==> src/rtl/ucode_seq_pkg.sv <==
package ucode_seq_pkg;

  typedef enum logic [1:0] {
    SQ_RESTART  = 2'b00,
    SQ_TABLE_A  = 2'b01,
    SQ_TABLE_B  = 2'b10,
    SQ_STEP     = 2'b11
  } seq_e;

  typedef struct packed {
    logic       pc_wr;
    logic       pc_wr_cond;
    logic       addr_sel;
    logic       mem_rd;
    logic       mem_wr;
    logic       ir_wr;
    logic       wb_sel;
    logic [1:0] pc_src;
    logic [1:0] alu_op;
    logic [1:0] alu_b_sel;
    logic       alu_a_sel;
    logic       reg_wr;
    logic       dst_sel;
  } ctl_t;

  typedef struct packed {
    ctl_t ctl;
    seq_e seq;
  } uword_t;

  localparam logic [5:0] OPC_REG   = 6'b000000;
  localparam logic [5:0] OPC_JMP   = 6'b000010;
  localparam logic [5:0] OPC_BEQ   = 6'b000100;
  localparam logic [5:0] OPC_LOAD  = 6'b100011;
  localparam logic [5:0] OPC_STORE = 6'b101011;

endpackage

==> src/rtl/ucs_store.sv <==
module ucs_store
  import ucode_seq_pkg::*;
#(
  parameter int UA_W     = 4,
  parameter int UC_DEPTH = 10
) (
  input  logic [UA_W-1:0] addr,
  output uword_t          word
);
  always_comb begin
    word     = '0;
    word.seq = SQ_RESTART;
    if (int'(addr) < UC_DEPTH) begin
      case (int'(addr))
        0: begin
          word.ctl.mem_rd    = 1'b1;
          word.ctl.ir_wr     = 1'b1;
          word.ctl.alu_b_sel = 2'b01;
          word.ctl.pc_wr     = 1'b1;
          word.seq           = SQ_STEP;
        end
        1: begin
          word.ctl.alu_b_sel = 2'b11;
          word.seq           = SQ_TABLE_A;
        end
        2: begin
          word.ctl.alu_a_sel = 1'b1;
          word.ctl.alu_b_sel = 2'b10;
          word.seq           = SQ_TABLE_B;
        end
        3: begin
          word.ctl.mem_rd   = 1'b1;
          word.ctl.addr_sel = 1'b1;
          word.seq          = SQ_STEP;
        end
        4: begin
          word.ctl.reg_wr = 1'b1;
          word.ctl.wb_sel = 1'b1;
        end
        5: begin
          word.ctl.mem_wr   = 1'b1;
          word.ctl.addr_sel = 1'b1;
        end
        6: begin
          word.ctl.alu_a_sel = 1'b1;
          word.ctl.alu_op    = 2'b10;
          word.seq           = SQ_STEP;
        end
        7: begin
          word.ctl.reg_wr  = 1'b1;
          word.ctl.dst_sel = 1'b1;
        end
        8: begin
          word.ctl.alu_a_sel  = 1'b1;
          word.ctl.alu_op     = 2'b01;
          word.ctl.pc_wr_cond = 1'b1;
          word.ctl.pc_src     = 2'b01;
        end
        9: begin
          word.ctl.pc_wr  = 1'b1;
          word.ctl.pc_src = 2'b10;
        end
        default: word = '0;
      endcase
    end
  end
endmodule

==> src/rtl/ucs_dispatch.sv <==
module ucs_dispatch
  import ucode_seq_pkg::*;
#(
  parameter int UA_W  = 4,
  parameter int OP_W  = 6,
  parameter int TABLE = 1
) (
  input  logic [OP_W-1:0] opcode,
  output logic [UA_W-1:0] target
);
  generate
    if (TABLE == 1) begin : g_first
      always_comb begin
        case (opcode)
          OP_W'(OPC_REG):   target = UA_W'(6);
          OP_W'(OPC_JMP):   target = UA_W'(9);
          OP_W'(OPC_BEQ):   target = UA_W'(8);
          OP_W'(OPC_LOAD),
          OP_W'(OPC_STORE): target = UA_W'(2);
          default:          target = '0;
        endcase
      end
    end else begin : g_second
      always_comb begin
        case (opcode)
          OP_W'(OPC_LOAD):  target = UA_W'(3);
          OP_W'(OPC_STORE): target = UA_W'(5);
          default:          target = '0;
        endcase
      end
    end
  endgenerate
endmodule

==> src/rtl/ucs_nextaddr.sv <==
module ucs_nextaddr
  import ucode_seq_pkg::*;
#(
  parameter int UA_W = 4,
  parameter int OP_W = 6
) (
  input  logic [UA_W-1:0] upc,
  input  seq_e            seq,
  input  logic [OP_W-1:0] opcode,
  output logic [UA_W-1:0] nxt
);
  logic [UA_W-1:0] tgt_a;
  logic [UA_W-1:0] tgt_b;

  ucs_dispatch #(.UA_W(UA_W), .OP_W(OP_W), .TABLE(1)) u_tab_a (
    .opcode(opcode), .target(tgt_a));
  ucs_dispatch #(.UA_W(UA_W), .OP_W(OP_W), .TABLE(2)) u_tab_b (
    .opcode(opcode), .target(tgt_b));

  always_comb begin
    case (seq)
      SQ_TABLE_A: nxt = tgt_a;
      SQ_TABLE_B: nxt = tgt_b;
      SQ_STEP:    nxt = UA_W'(upc + 1'b1);
      default:    nxt = '0;
    endcase
  end
endmodule

==> src/rtl/ucode_seq.sv <==
module ucode_seq
  import ucode_seq_pkg::*;
#(
  parameter int OP_W     = 6,
  parameter int UA_W     = 4,
  parameter int UC_DEPTH = 10
) (
  input  logic            clk,
  input  logic            rst,
  input  logic [OP_W-1:0] opcode,
  output logic            pc_wr,
  output logic            pc_wr_cond,
  output logic            addr_sel,
  output logic            mem_rd,
  output logic            mem_wr,
  output logic            ir_wr,
  output logic            wb_sel,
  output logic [1:0]      pc_src,
  output logic [1:0]      alu_op,
  output logic [1:0]      alu_b_sel,
  output logic            alu_a_sel,
  output logic            reg_wr,
  output logic            dst_sel
);
  logic [UA_W-1:0] upc_q;
  logic [UA_W-1:0] nxt;
  logic [UA_W-1:0] rd_addr;
  uword_t          rd_word;
  uword_t          word_q;

  ucs_nextaddr #(.UA_W(UA_W), .OP_W(OP_W)) u_next (
    .upc(upc_q), .seq(word_q.seq), .opcode(opcode), .nxt(nxt));

  assign rd_addr = rst ? '0 : nxt;

  ucs_store #(.UA_W(UA_W), .UC_DEPTH(UC_DEPTH)) u_store (
    .addr(rd_addr), .word(rd_word));

  always_ff @(posedge clk) begin
    upc_q  <= rd_addr;
    word_q <= rd_word;
  end

  assign pc_wr      = word_q.ctl.pc_wr;
  assign pc_wr_cond = word_q.ctl.pc_wr_cond;
  assign addr_sel   = word_q.ctl.addr_sel;
  assign mem_rd     = word_q.ctl.mem_rd;
  assign mem_wr     = word_q.ctl.mem_wr;
  assign ir_wr      = word_q.ctl.ir_wr;
  assign wb_sel     = word_q.ctl.wb_sel;
  assign pc_src     = word_q.ctl.pc_src;
  assign alu_op     = word_q.ctl.alu_op;
  assign alu_b_sel  = word_q.ctl.alu_b_sel;
  assign alu_a_sel  = word_q.ctl.alu_a_sel;
  assign reg_wr     = word_q.ctl.reg_wr;
  assign dst_sel    = word_q.ctl.dst_sel;

  AST_RESET_FETCH: assert property (@(posedge clk) disable iff (rst)
    $past(rst) |-> (ir_wr && mem_rd && pc_wr));
  AST_FETCH_TO_DECODE: assert property (@(posedge clk) disable iff (rst)
    (ir_wr && !$past(rst)) |=> (alu_b_sel == 2'b11 && !ir_wr));
  AST_WRITE_TO_FETCH: assert property (@(posedge clk) disable iff (rst)
    reg_wr |=> (ir_wr && mem_rd));
  AST_UPC_RANGE: assert property (@(posedge clk) disable iff (rst)
    int'(upc_q) < UC_DEPTH);
  AST_MEM_EXCL: assert property (@(posedge clk) disable iff (rst)
    !(mem_rd && mem_wr));
  AST_PC_EXCL: assert property (@(posedge clk) disable iff (rst)
    !(pc_wr && pc_wr_cond));
endmodule

==> config.mk <==
export PLATFORM = sky130hd
export DESIGN_NAME = ucode_seq
export DESIGN_NICKNAME = d
export VERILOG_FILES = /design/src/rtl/ucode_seq_pkg.sv /design/src/rtl/ucs_store.sv /design/src/rtl/ucs_dispatch.sv /design/src/rtl/ucs_nextaddr.sv /design/src/rtl/ucode_seq.sv
export SDC_FILE = /design/constraint.sdc
export NUM_CORES = 1
export LEC_CHECK = 0
export BUFFER_PORTS_ARGS = -buffer_cell sky130_fd_sc_hd__buf_2
export CORE_UTILIZATION = 45
export DETAILED_ROUTE_END_ITERATION = 8
export GPL_TIMING_DRIVEN = 1
export PLACE_DENSITY = 0.77
export SLEW_MARGIN = 0
export SYNTH_ARGS = -nofsm -noshare
export SYNTH_HDL_FRONTEND = slang
export SYNTH_SLANG_ARGS = --single-unit
==> constraint.sdc <==
create_clock -name clk -period 1.95 [get_ports clk]
set_input_delay 0.2925 -clock clk [delete_from_list [all_inputs] [get_ports clk]]
set_output_delay 0.2925 -clock clk [all_outputs]
set_load 0.01 [all_outputs]
**After elaboration in Yosys (flattened, before gate mapping)**

Cells that the tools add are included.

- Magnitude comparators: 1
- Muxes and demuxes: 18
- Eq/ne operators: 16
- Reduce and logical (&&, ||, !) cells: 9
- Add/subtract/negate cells: 1

Operators with widths:

| kind | count |
|---|---|
| 4-bit by 3-bit equality test with 1-bit output, second input constant | 4 |
| 4-bit one-hot mux with 4 select lines | 1 |
| 6-bit equality test, second input constant | 2 |
| 2-bit one-hot mux with 3 select lines | 2 |
| 4-bit one-hot mux with 3 select lines | 1 |
| 1-bit 2-to-1 mux | 10 |
| 2-bit OR reduction | 5 |
| 4-bit by 2-bit equality test with 1-bit output, second input constant | 2 |
| 4-bit equality test, second input constant | 2 |
| 2-bit one-hot mux with 2 select lines | 2 |
| 6-bit by 2-bit equality test with 1-bit output, second input constant | 1 |
| 6-bit by 3-bit equality test with 1-bit output, second input constant | 1 |
| 6-bit zero test | 1 |
| 3-bit one-hot mux with 2 select lines | 1 |
| 3-bit OR reduction | 2 |
| 4-bit by 1-bit adder with 4-bit output, second input constant | 1 |
| 2-bit equality test, second input constant | 2 |
| 4-bit by 1-bit equality test with 1-bit output, second input constant | 1 |
| 4-bit zero test | 1 |
| 4-bit less-than comparator, second input constant | 1 |
| 4-bit 2-to-1 mux | 1 |
| 2-bit by 1-bit equality test with 1-bit output, second input constant | 1 |

- Input port bits: 8
- Register bits: 22
- Logic and storage cells: 60

**Logic depth before layout (Yosys ltp)**

Gate-level depths: netlist (run 1).

- Depth in word-level cells: 8
- Mapped depth: 8

**Modules after synthesis**

A second synthesis (run 1) with hierarchy kept.

- Cells, all modules: 94
- Area, all modules: 1006.0 um^2

Modules (own cells, without submodules):

| module | area each (um^2) | cells each | instances | sequential area each (um^2) |
|---|---|---|---|---|
| ucode_seq | 510.5 | 32 | 1 | 440.4 |
| ucs_store | 239.0 | 31 | 1 | 0.0 |
| ucs_nextaddr | 135.1 | 17 | 1 | 0.0 |
| ucs_dispatch (u_next.u_tab_a) | 65.1 | 8 | 1 | 0.0 |
| ucs_dispatch (u_next.u_tab_b) | 56.3 | 6 | 1 | 0.0 |

**Least setup slack after synthesis (run 1)**

Ideal clock, no wire load.

- Kind: reg-to-reg
- Start: register word_q[1] (netlist bit)
- End: register word_q, in the netlist alu_a_sel
- Stages on the path, launching flop included: 8
- Path buffers: 2
- Data arrival time: 1978 ps
- Period minus slack after synthesis: 2093 ps
- Required time: 1835 ps
- Path slack: -143 ps
- Cell sequence: dfxtp_1 buf_6 or4b_4 or4_4 a31oi_4 buf_6 nor3_1 o21a_1

- Word-level cells in the longest chain between the ends: 6
- Elaborated cells on any way between the ends: 11
- Those cells by class: order compare: 1; eq/ne: 6; mux: 3; reduce/logical: 1

Ends and longest elaborated chain:

| what | line | text |
|---|---|---|
| start, declared | ucode_seq.sv:29 | `uword_t word_q;` |
| start signal, assigned | ucode_seq.sv:41 | `word_q <= rd_word;` |
| 2-bit equality test or 2-bit by 1-bit equality test with 1-bit output (tied branches) | ucs_nextaddr.sv:21 | `case (seq)` |
| 4-bit one-hot mux with 3 select lines (*) | ucs_nextaddr.sv:21 |  |
| 4-bit 2-to-1 mux (*) | ucode_seq.sv:34 | `assign rd_addr = rst ? '0 : nxt;` |
| named net rd_addr[3] | ucode_seq.sv:27 | `logic [UA_W-1:0] rd_addr;` |
| 4-bit by 3-bit equality test with 1-bit output, or another cell as far along | ucs_store.sv:14 | `case (int'(addr))` |
| 3-bit OR reduction (no line) | -- |  |
| 1-bit 2-to-1 mux | ucs_store.sv:14 |  |

Mark *: on every way through the listed nets, which the timed path passes. The rest lies on a longest branch.
A chain may end at the register's enable or synchronous reset.

**Worst setup path after layout (run 1)**

- Start: register word_q[0] (netlist bit)
- End: register word_q, in the netlist mem_wr

- Word-level cells in the longest chain between the ends: 5
- Elaborated cells on any way between the ends: 8
- Those cells by class: order compare: 1; eq/ne: 4; mux: 3

Ends and longest elaborated chain:

| what | line |
|---|---|
| 2-bit equality test or 2-bit by 1-bit equality test with 1-bit output (tied branches) | ucs_nextaddr.sv:21 |
| 4-bit one-hot mux with 3 select lines (*) | ucs_nextaddr.sv:21 |
| 4-bit 2-to-1 mux (*) | ucode_seq.sv:34 |
| parallel branches: the longest is 2 deep, another holds 4-bit less-than comparator | -- |

Mark *: on every way between the ends.

==> impl_metrics.csv, run 1 <==
group,metric,value,unit
status,outcome,"finished, violations left",
status,failed_checks,"setup timing",
setup_path,start_kind,"flop",
floorplanning,io_pins,24,
synthesis,syn_nets,105,
power,power_leakage,0.523,nW
place,place_worst_setup_slack,-0.271,ns
setup_path,crit_path_end_kind,"flop",
routing,drc,0,
setup_path,r2r_setup_slack,-0.13,ns
setup_path,worstPathMaxFanout,5,
finish,n_antenna_cell,0,
sta,setup_violations,14,
clocking,clock_latency,0.29,ns
global_routing,grt_max_degree,12,
sta,min_period,2.08,ns
clocking,clkSlewWorstSetupHoldPaths,0.11,ns
place,place.gp.congestion,0.942,
power,finalPower,1.56,mW
setup_path,endpoint,"mem_wr$_SDFF_PP0_",
synthesis,synth.distinct_cells,36,
setup_path,worstSetupPathType,"reg -> reg",
sta,rsz0062_at_grt,"yes",
finish,n_fill_cell,160,
routing,viasPerCell,5.22,
synthesis,synthCells,96,
setup_path,crit_arrival,2.27,ns
finish,mostFrequentLayoutCells,"buf_2 (23), dfxtp_1 (19), buf_4 (14)",
finish,stdcell_count,158,
finish,post-route-util,0.649,
synthesis,ys_warn_count,0,
floorplanning,start_util,0.501,
setup_path,ff2ff_path_depth,7,
sta,hold_viol,0,
setup_path,crit_required,2.14,ns
power,peakVddDrop,0.922,mV
global_routing,grt_overflow,0,
routing,postRouteWirelength,1930,um
sta,finalCritPeriodShare,1.07,
sta,max_clock_freq,481,MHz
run,cap_viol_max_count,0,
routing,first_pass_iters,4,
sta,fin_skew,0.00701,ns
finish,layout-drive-gt1-share,0.414,
clocking,numCtsBuffers,3,
synthesis,avgSynthCellArea,9.50,um^2
clocking,cts_max_level,1,
setup_path,crit_start,"word_q[0]$_SDFF_PP0_",
place,io_buffers,23,
clocking,clock_path_buffers,2,
place,dp_cells,151,
routing,wl_per_cell,12.2,um
finish,final_nets,143,
global_routing,grt_pass1_vias,744,
floorplanning,coreArea,0.00182,mm^2
floorplanning,die_h,47.0,um
routing,drtAntennaViolNets,0,
clocking,root_buffer,"clkbuf_4",
global_routing,grt_pass1_wl,2990,um
synthesis,yosys.area.top_type,"dfxtp_1",
floorplanning,die_w,47.0,um
synthesis,ys_seq_area_frac,0.461,
sta,relSlewSlack,0.793,
floorplanning,num_rows,15,
clocking,clock-sinks,21,
worst_hold_path,hp-class,"in -> reg",
global_routing,antenna_found_initial,0,
routing,drt_iter0_markers,16,
floorplanning,die_area,0.00221,mm^2
synthesis,yosys-top-cells-area,"dfxtp_1 (46%), nor2_1 (3.7%), and2_1 (3.4%)",
clocking,ctsHoldBuffers,0,
setup_path,reg2reg_to,"mem_wr$_SDFF_PP0_",
sta,fin_ws,-0.131,ns
worst_hold_path,whs_path_depth,3,
place,place_hpwl,1460,um
synthesis,synth.top_cell.area_share,0.461,
routing,num_vias,824,
synthesis,ys_seq_elements,21,
clocking,cts_tree,"built",
setup_path,timing.rr.start,"word_q[0]$_SDFF_PP0_",
sta,finalSetupTns,-1.15,ns
synthesis,syn_area,912,um^2
power,p_per_area,1320,mW/mm^2
sta,worst_slew_pin_slew,0.307,ns
finish,area_delta_synth_final,29.5,%
global_routing,grt_use_total,0.194,
finish,layout_commonest_cell,"buf_2",
sta,finalMaxSlewViolations,0,
[state kept, by name, indices dropped and copies added, names as in the netlist, 2 cells and up]
register,cells
upc_q,4
pc_src,2
alu_op,2
alu_b_sel,2
word_q,2
[how the worst min path moves through the flow]
stage               start                end  slack [ns]
floorplan             rst  mem_rd$_SDFF_PP0_        0.43
global placement      rst  mem_rd$_SDFF_PP0_        0.61
detailed placement    rst  mem_rd$_SDFF_PP0_        0.62
CTS                   rst  mem_rd$_SDFF_PP0_        0.31
global route          rst  mem_rd$_SDFF_PP0_        0.35
finish                rst  mem_rd$_SDFF_PP0_        0.32
[cell type report]
| cell class | instances | area [um^2] | share of cell area |
|---|---|---|---|
| Timing Repair Buffer | 38 | 231 | 0.196 |
| Tap cell | 25 | 31.3 | 0.0265 |
| Inverter | 2 | 7.51 | 0.00636 |
| Sequential cell | 21 | 423 | 0.358 |
| Clock buffer | 4 | 26.3 | 0.0222 |
| Multi-Input combinational cell | 68 | 462 | 0.391 |
[cell usage after synthesis (all sizes together)]
| master | instances |
|---|---|
| nand2b | 2 |
| nor2 | 9 |
| maj3 | 1 |
| inv | 2 |
| o21ai | 3 |
| nor3 | 4 |
| nand4 | 1 |
| dfxtp | 21 |
| o22a | 1 |
| ha | 1 |
| a211oi | 1 |
| or2 | 2 |
| or4b | 1 |
| and3 | 1 |
| buf | 5 |
| nand3 | 6 |
| and2 | 5 |
| nand4b | 1 |
| o21a | 1 |
| o211ai | 1 |
| nor3b | 3 |
| o2111ai | 1 |
| or4 | 1 |
| or4bb | 1 |
| a31oi | 2 |
| xnor2 | 3 |
| or3 | 3 |
| nor2b | 1 |
| nand2 | 7 |
| nand3b | 1 |
| o31ai | 1 |
| a21oi | 3 |
[worst max-delay path: stages, from the launching register on]
cell and delay [ns]:
dfxtp_2 0.35, or4b_4 0.47, or4_4 0.51, a31oi_4 0.25, buf_4 0.15, buf_6 0.08, nand2b_4 0.12, nor2_1 0.04
[layer usage]
| layer | part of all wire | vias up | global-route usage |
|---|---|---|---|
| met5 | 0 | - | 0 |
| met4 | 0.014 | 0 | 0.0857 |
| met3 | 0.050 | 4 | 0.0654 |
| met2 | 0.49 | 24 | 0.322 |
| met1 | 0.45 | 382 | 0.228 |
| li1 | - | 414 | - |
[per-stage QoR]
stage	cell area (um^2)	hold slack (ns)
floorplan	920	0.429
global placement	1110	0.609
detailed placement	1110	0.625
CTS	1160	0.311
global route	1180	0.346
finish	1180	0.318
[repair_timing]
action | in CTS | in global routing
endpoints found under the setup margin | 16 | 17
setup buffers | 2 | 1
pin swaps | 4 | 3
resized for setup | 2 | 4
[logic make-up (layout without fill, tap and decap cells)]
family	count (synthesis)	in the layout	share of synthesized area
AND/OR/NAND/NOR	49	49	0.318
adder cells (fa/ha/maj)	2	2	0.0247
buffers and inverters	7	44	0.0521
flip-flops	21	21	0.461
XOR/XNOR	3	3	0.0288
AO/OA/AOI/OAI	14	14	0.115
[power by group]
| part | total [mW] | switching [mW] | internal, mW |
|---|---|---|---|
| Combinational | 0.787 | 0.440 | 0.347 |
| Sequential | 0.573 | 0.0380 | 0.535 |
| Clock | 0.196 | 0.117 | 0.0795 |
| Total | 1.56 | 0.595 | 0.962 |
(Power assumes the default switching activity.)
==> run 2, diff against run 1 <==
MAX_ROUTING_LAYER = met4   (was unset)
==> impl_metrics.csv, run 2 (same netlist as run 1, synthesis figures left out) <==
group,metric,value,unit
finish,n_antenna_cell,0,
setup_path,worstSetupPathType,"reg -> reg",
clocking,ctsHoldBuffers,0,
sta,hold_ws,0.318,ns
finish,top_register,"upc_q",
power,p_per_area,1320,mW/mm^2
finish,layout_commonest_cell,"buf_2",
clocking,numCtsBuffers,3,
sta,rsz0062_at_grt,"yes",
global_routing,met2_usage,0.322,
finish,layout-drive-gt1-share,0.414,
finish,finalInstanceArea,0.00118,mm^2
floorplanning,start_util,0.501,
global_routing,grt_use_total,0.201,
routing,num_vias,824,
routing,wl_per_cell,12.2,um
finish,final_nets,143,
routing,drc,0,
global_routing,grt_util_met1,0.228,
setup_path,worst-path-stages,7,
sta,relSlewSlack,0.793,
sta,hold_viol,0,
place,place_area,0.00111,mm^2
global_routing,grt_pass1_vias,744,
floorplanning,die_area,0.00221,mm^2
setup_path,ff2ff_path_depth,7,
setup_path,worstPathMaxFanout,5,
setup_path,crit_slowest_cell,"or4_4",
global_routing,grt_max_degree,12,
setup_path,cpPeakStageDelay,0.51,ns
finish,post-route-util,0.649,
finish,area_delta_synth_final,29.5,%
floorplanning,die_w,47.0,um
power,finalPower,1.56,mW
setup_path,crit_family,"simple AND/OR/NAND/NOR gates",
global_routing,antenna_found_initial,0,
clocking,cts_tree,"built",
sta,fin_ws,-0.131,ns
routing,postRouteWirelength,1930,um
clocking,clock_latency,0.29,ns
global_routing,grt_pass1_wl,2990,um
routing,first_pass_iters,4,
clocking,root_buffer,"clkbuf_4",
place,place_worst_setup_slack,-0.271,ns
worst_hold_path,hp-class,"in -> reg",
place,place_hpwl,1460,um
routing,viasPerCell,5.22,
clocking,cts_max_level,1,
sta,finalMaxSlewViolations,0,
clocking,clkSlewWorstSetupHoldPaths,0.11,ns
sta,setup_violations,14,
setup_path,crit_required,2.14,ns
sta,finalCritPeriodShare,1.07,
power,power_leakage,0.523,nW
global_routing,grt_overflow,0,
floorplanning,die_h,47.0,um
clocking,clock_path_buffers,2,
setup_path,start_kind,"flop",
worst_hold_path,whs_path_depth,3,
run,cap_viol_max_count,0,
power,peakVddDrop,0.922,mV
routing,drt_iter0_markers,14,
clocking,clock-sinks,21,
finish,mostFrequentLayoutCells,"buf_2 (23), dfxtp_1 (19), buf_4 (14)",
status,failed_checks,"setup timing",
setup_path,crit_path_end_kind,"flop",
floorplanning,io_pins,24,
routing,drtAntennaViolNets,0,
place,io_buffers,23,
setup_path,critical_path_buf_inv_count,2,
sta,fin_skew,0.00702,ns
global_routing,grt.busiest_layer,"met2",
global_routing,grt_util_met3,0.0654,
setup_path,crit_arrival,2.27,ns
sta,worst_slew_pin_slew,0.307,ns
floorplanning,coreArea,0.00182,mm^2
setup_path,crit_path_cell_trace,"or4b_4, or4_4, a31oi_4, buf_4, buf_6, nand2b_4, nor2_1",
finish,largest_register_ffs,4,
floorplanning,num_rows,15,
place,place.gp.congestion,0.959,
sta,min_period,2.08,ns
status,outcome,"finished, violations left",
sta,max_clock_freq,481,MHz
-- run 2: cell counts in the layout (fill, tap and decap cells not counted) --
No cell type changed its count.
-- run 2: area by class of cell --
| cell class | count | area [um^2] |
|---|---|---|
| flip-flops and latches | 21 | 423 |
| fillers | 160 | 639 |
| repair buffers | 38 | 231 |
| clock buffers | 4 | 26.3 |
| inverters | 2 | 7.51 |
| multi-input cells | 68 | 462 |
| well taps | 25 | 31.3 |
-- run 2: routing by layer --
layer	wire length, um	up-vias
li1	-	414
met1	859	382
met2	947	24
met3	96	4
met4	27	0
met5	0	-
-- run 2: worst paths after layout --
| kind | to | slack (ns) | startpoint |
|---|---|---|---|
| setup / recovery | mem_wr$_SDFF_PP0_ | -0.13 | word_q[0]$_SDFF_PP0_ |
| hold / removal | mem_rd$_SDFF_PP0_ | 0.32 | rst |
| setup reg to reg | mem_wr$_SDFF_PP0_ | -0.13 | word_q[0]$_SDFF_PP0_ |
| hold reg to reg | mem_rd$_SDFF_PP0_ | 0.80 | word_q[1]$_SDFF_PP0_ |
-- run 2: metrics by stage --
stage | instances | TNS [ns]
2_1_floorplan | 96 | -0.726
3_5_place_dp | 151 | -3.10
6_report | 158 | -1.15
4_1_cts | 157 | -1.08
5_1_grt | 158 | -2.08
3_3_place_gp | 151 | -2.34
-- run 2: power breakdown --
part,switching [mW],internal (mW)
combinational,0.440,0.347
clock,0.117,0.0795
sequential,0.0380,0.535
total,0.595,0.962
-- run 2: what timing repair did --
action / 4_1_cts / 5_1_grt
pin swaps: 4 / 3
cloned: 0 / 0
setup buffers: 2 / 1
resized for setup: 2 / 4
endpoints found under the setup margin: 16 / 17
-- run 2: worst reg2reg max path, stage by stage (launching register included) --
cell,delay [ns]
dfxtp_2,0.35
or4b_4,0.47
or4_4,0.51
a31oi_4,0.25
buf_4,0.15
buf_6,0.08
nand2b_4,0.12
nor2_1,0.04
==> run 3, diff against run 2 <==
CORE_UTILIZATION = 46   (was 45)
SYNTH_HIERARCHICAL = 1   (was unset)
==> impl_metrics.csv, run 3 <==
group,metric,value,unit
synthesis,syn_nets,103,
clocking,post_cts_buffers,0,
setup_path,start_kind,"primary input",
sta,setup_violations,0,
finish,area_delta_synth_final,24.5,%
routing,num_vias,746,
sta,finalCritPeriodShare,0.945,
clocking,cts_max_level,1,
setup_path,crit_required,2.19,ns
finish,mostFrequentLayoutCells,"buf_2 (23), dfxtp_1 (22), buf_4 (12)",
routing,postRouteWirelength,1880,um
setup_path,crit_arrival,2.09,ns
clocking,cts_tree,"built",
global_routing,antenna_found_initial,0,
finish,n_antenna_cell,0,
power,p_per_area,1350,mW/mm^2
finish,layout-drive-gt1-share,0.455,
place,place_worst_setup_slack,-0.248,ns
run,cap_viol_max_count,0,
setup_path,crit_slowest_cell,"or3_4",
synthesis,synth.distinct_cells,38,
finish,layout_commonest_cell,"buf_2",
synthesis,syn_area,0.00101,mm^2
synthesis,synthArstFlopShare,0,
finish,multi_input_area,485,um^2
global_routing,grt_use_total,0.189,
floorplanning,start_util,0.503,
clocking,numCtsBuffers,3,
worst_hold_path,hp-class,"in -> reg",
global_routing,grt_pass1_vias,729,
setup_path,crit_family,"simple AND/OR/NAND/NOR gates",
routing,drt_iter0_markers,9,
setup_path,crit_path_cell_trace,"buf_2, or3_4, nor4_2, o21ai_0, a21oi_1, a21o_1, nor2b_1, buf_4, nand2b_1, nor3_1",
clocking,clock_latency,0.31,ns
power,power_leakage,0.580,nW
finish,top_register,"upc_q",
floorplanning,coreArea,0.00200,mm^2
clocking,ctsHoldBuffers,0,
power,peakVddDrop,0.802,mV
clocking,clock_path_buffers,2,
finish,n_fill_cell,171,
synthesis,synth-edff-count,0,
synthesis,ys_seq_elements,22,
finish,largest_register_ffs,4,
routing,drtAntennaViolNets,0,
sta,min_period,1.84,ns
floorplanning,die_area,0.00238,mm^2
synthesis,ys_seq_area_frac,0.438,
global_routing,grt_max_degree,14,
place,place_hpwl,1430,um
setup_path,worstSetupPathType,"in -> reg",
synthesis,synth.top_cell.area_share,0.438,
floorplanning,die_w,48.8,um
synthesis,ys_warn_count,6,
place,io_buffers,23,
routing,first_pass_iters,4,
synthesis,synth_flop_cell,"dfxtp_1",
synthesis,yosys.area.top_type,"dfxtp_1",
finish,regArea,440,um^2
synthesis,synth.most_common_cell,"dfxtp_1",
setup_path,cpPeakStageDelay,0.41,ns
clocking,root_buffer,"clkbuf_4",
finish,finalInstanceArea,0.00125,mm^2
place,place_area,0.00118,mm^2
clocking,clkSlewWorstSetupHoldPaths,0.12,ns
setup_path,worstPathMaxFanout,8,
sta,fin_skew,0.0101,ns
synthesis,avgSynthCellArea,10.7,um^2
floorplanning,io_pins,24,
status,outcome,"completed",
sta,max_clock_freq,543,MHz
finish,final_nets,133,
synthesis,synthCells,94,
clocking,cts_resized,0,
floorplanning,num_rows,16,
sta,hold_viol,0,
routing,viasPerCell,4.97,
place,place.gp.congestion,0.870,
floorplanning,die_h,48.8,um
sta,fin_ws,0.107,ns
global_routing,grt_pass1_wl,3330,um
sta,finalMaxSlewViolations,0,
routing,drc,0,
routing,wl_per_cell,12.5,um
global_routing,grt_overflow,0,
synthesis,yosys-top-cells-area,"dfxtp_1 (44%), buf_4 (6.0%), buf_6 (3.4%)",
clocking,clock-sinks,22,
synthesis,ys_top_cells_by_count,"dfxtp_1 (22), buf_4 (8), nor2_1 (8), nor3_1 (5), nor2b_1 (4)",
setup_path,critical_path_buf_inv_count,2,
setup_path,crit_path_end_kind,"flop",
-- run 3: metal layers --
layer	global-route usage	routed length [um]	vias up	share of wire
met5	-	0	-	0
met4	0.0882	42	0	0.022
met3	0.0440	54	5	0.029
met2	0.313	934	15	0.50
met1	0.216	850	353	0.45
li1	-	-	373	-
-- run 3: report_power, final --
part	switching, mW	leakage, nW	internal, mW	total [mW]
sequential	0.0684	0.181	0.576	0.645
clock	0.132	0.0279	0.208	0.340
combinational	0.329	0.372	0.371	0.700
total	0.530	0.580	1.16	1.69
-- run 3: kinds of logic (layout without fill, tap and decap cells) --
family                   Yosys count  after routing  synth area share
AO/OA/AOI/OAI                     11             11            0.0784
XOR/XNOR                           6              6            0.0522
adder cells (fa/ha/maj)            1              1            0.0124
buffers and inverters             13             42             0.102
flip-flops                        22             22             0.438
multiplexers                       3              3            0.0348
other                              1              1           0.00373
AND/OR/NAND/NOR                   37             37             0.279
-- run 3: worst reg2reg max path: cells and delay by family, from the launching register on --
kind	cells	cell delay [ns]
compound gates	1	0.18
fa+ha+maj	1	0.30
buf+inv	1	0.14
flops	1	0.34
mux	1	0.26
simple gates	2	0.49
-- run 3: metrics by stage --
stage               power (mW)  TNS [ns]  utilization  hold WS (ns)  cells
floorplan                 1.14         0            -         0.371     94
global placement          1.32     -1.72        0.591         0.677    146
detailed placement        1.35     -3.15        0.591         0.678    146
CTS                       1.69         0        0.618         0.341    150
global route              1.80   -0.0123        0.626         0.326    150
finish                    1.69         0        0.626         0.342    150
-- run 3: area by class of cell --
cell class | count | share of cell area
repair buffers | 37 | 0.189
multi-input cells | 59 | 0.388
flip-flops and latches | 22 | 0.352
inverters | 1 | 0.00300
clock buffers | 3 | 0.0180
clock inverters | 1 | 0.0240
well taps | 27 | 0.0270
-- run 3: path summary, 6_finish.rpt --
path                                  startpoint                  to  depth (start not counted)  slack, ns
worst max-delay path                   opcode[3]      wb_sel$_DFF_P_                         10       0.11
worst min-delay path                         rst    upc_q[1]$_DFF_P_                          3       0.34
worst max register to register  upc_q[0]$_DFF_P_  pc_wr_cond$_DFF_P_                          6       0.15
worst min register to register  upc_q[3]$_DFF_P_   alu_a_sel$_DFF_P_                          5       0.92
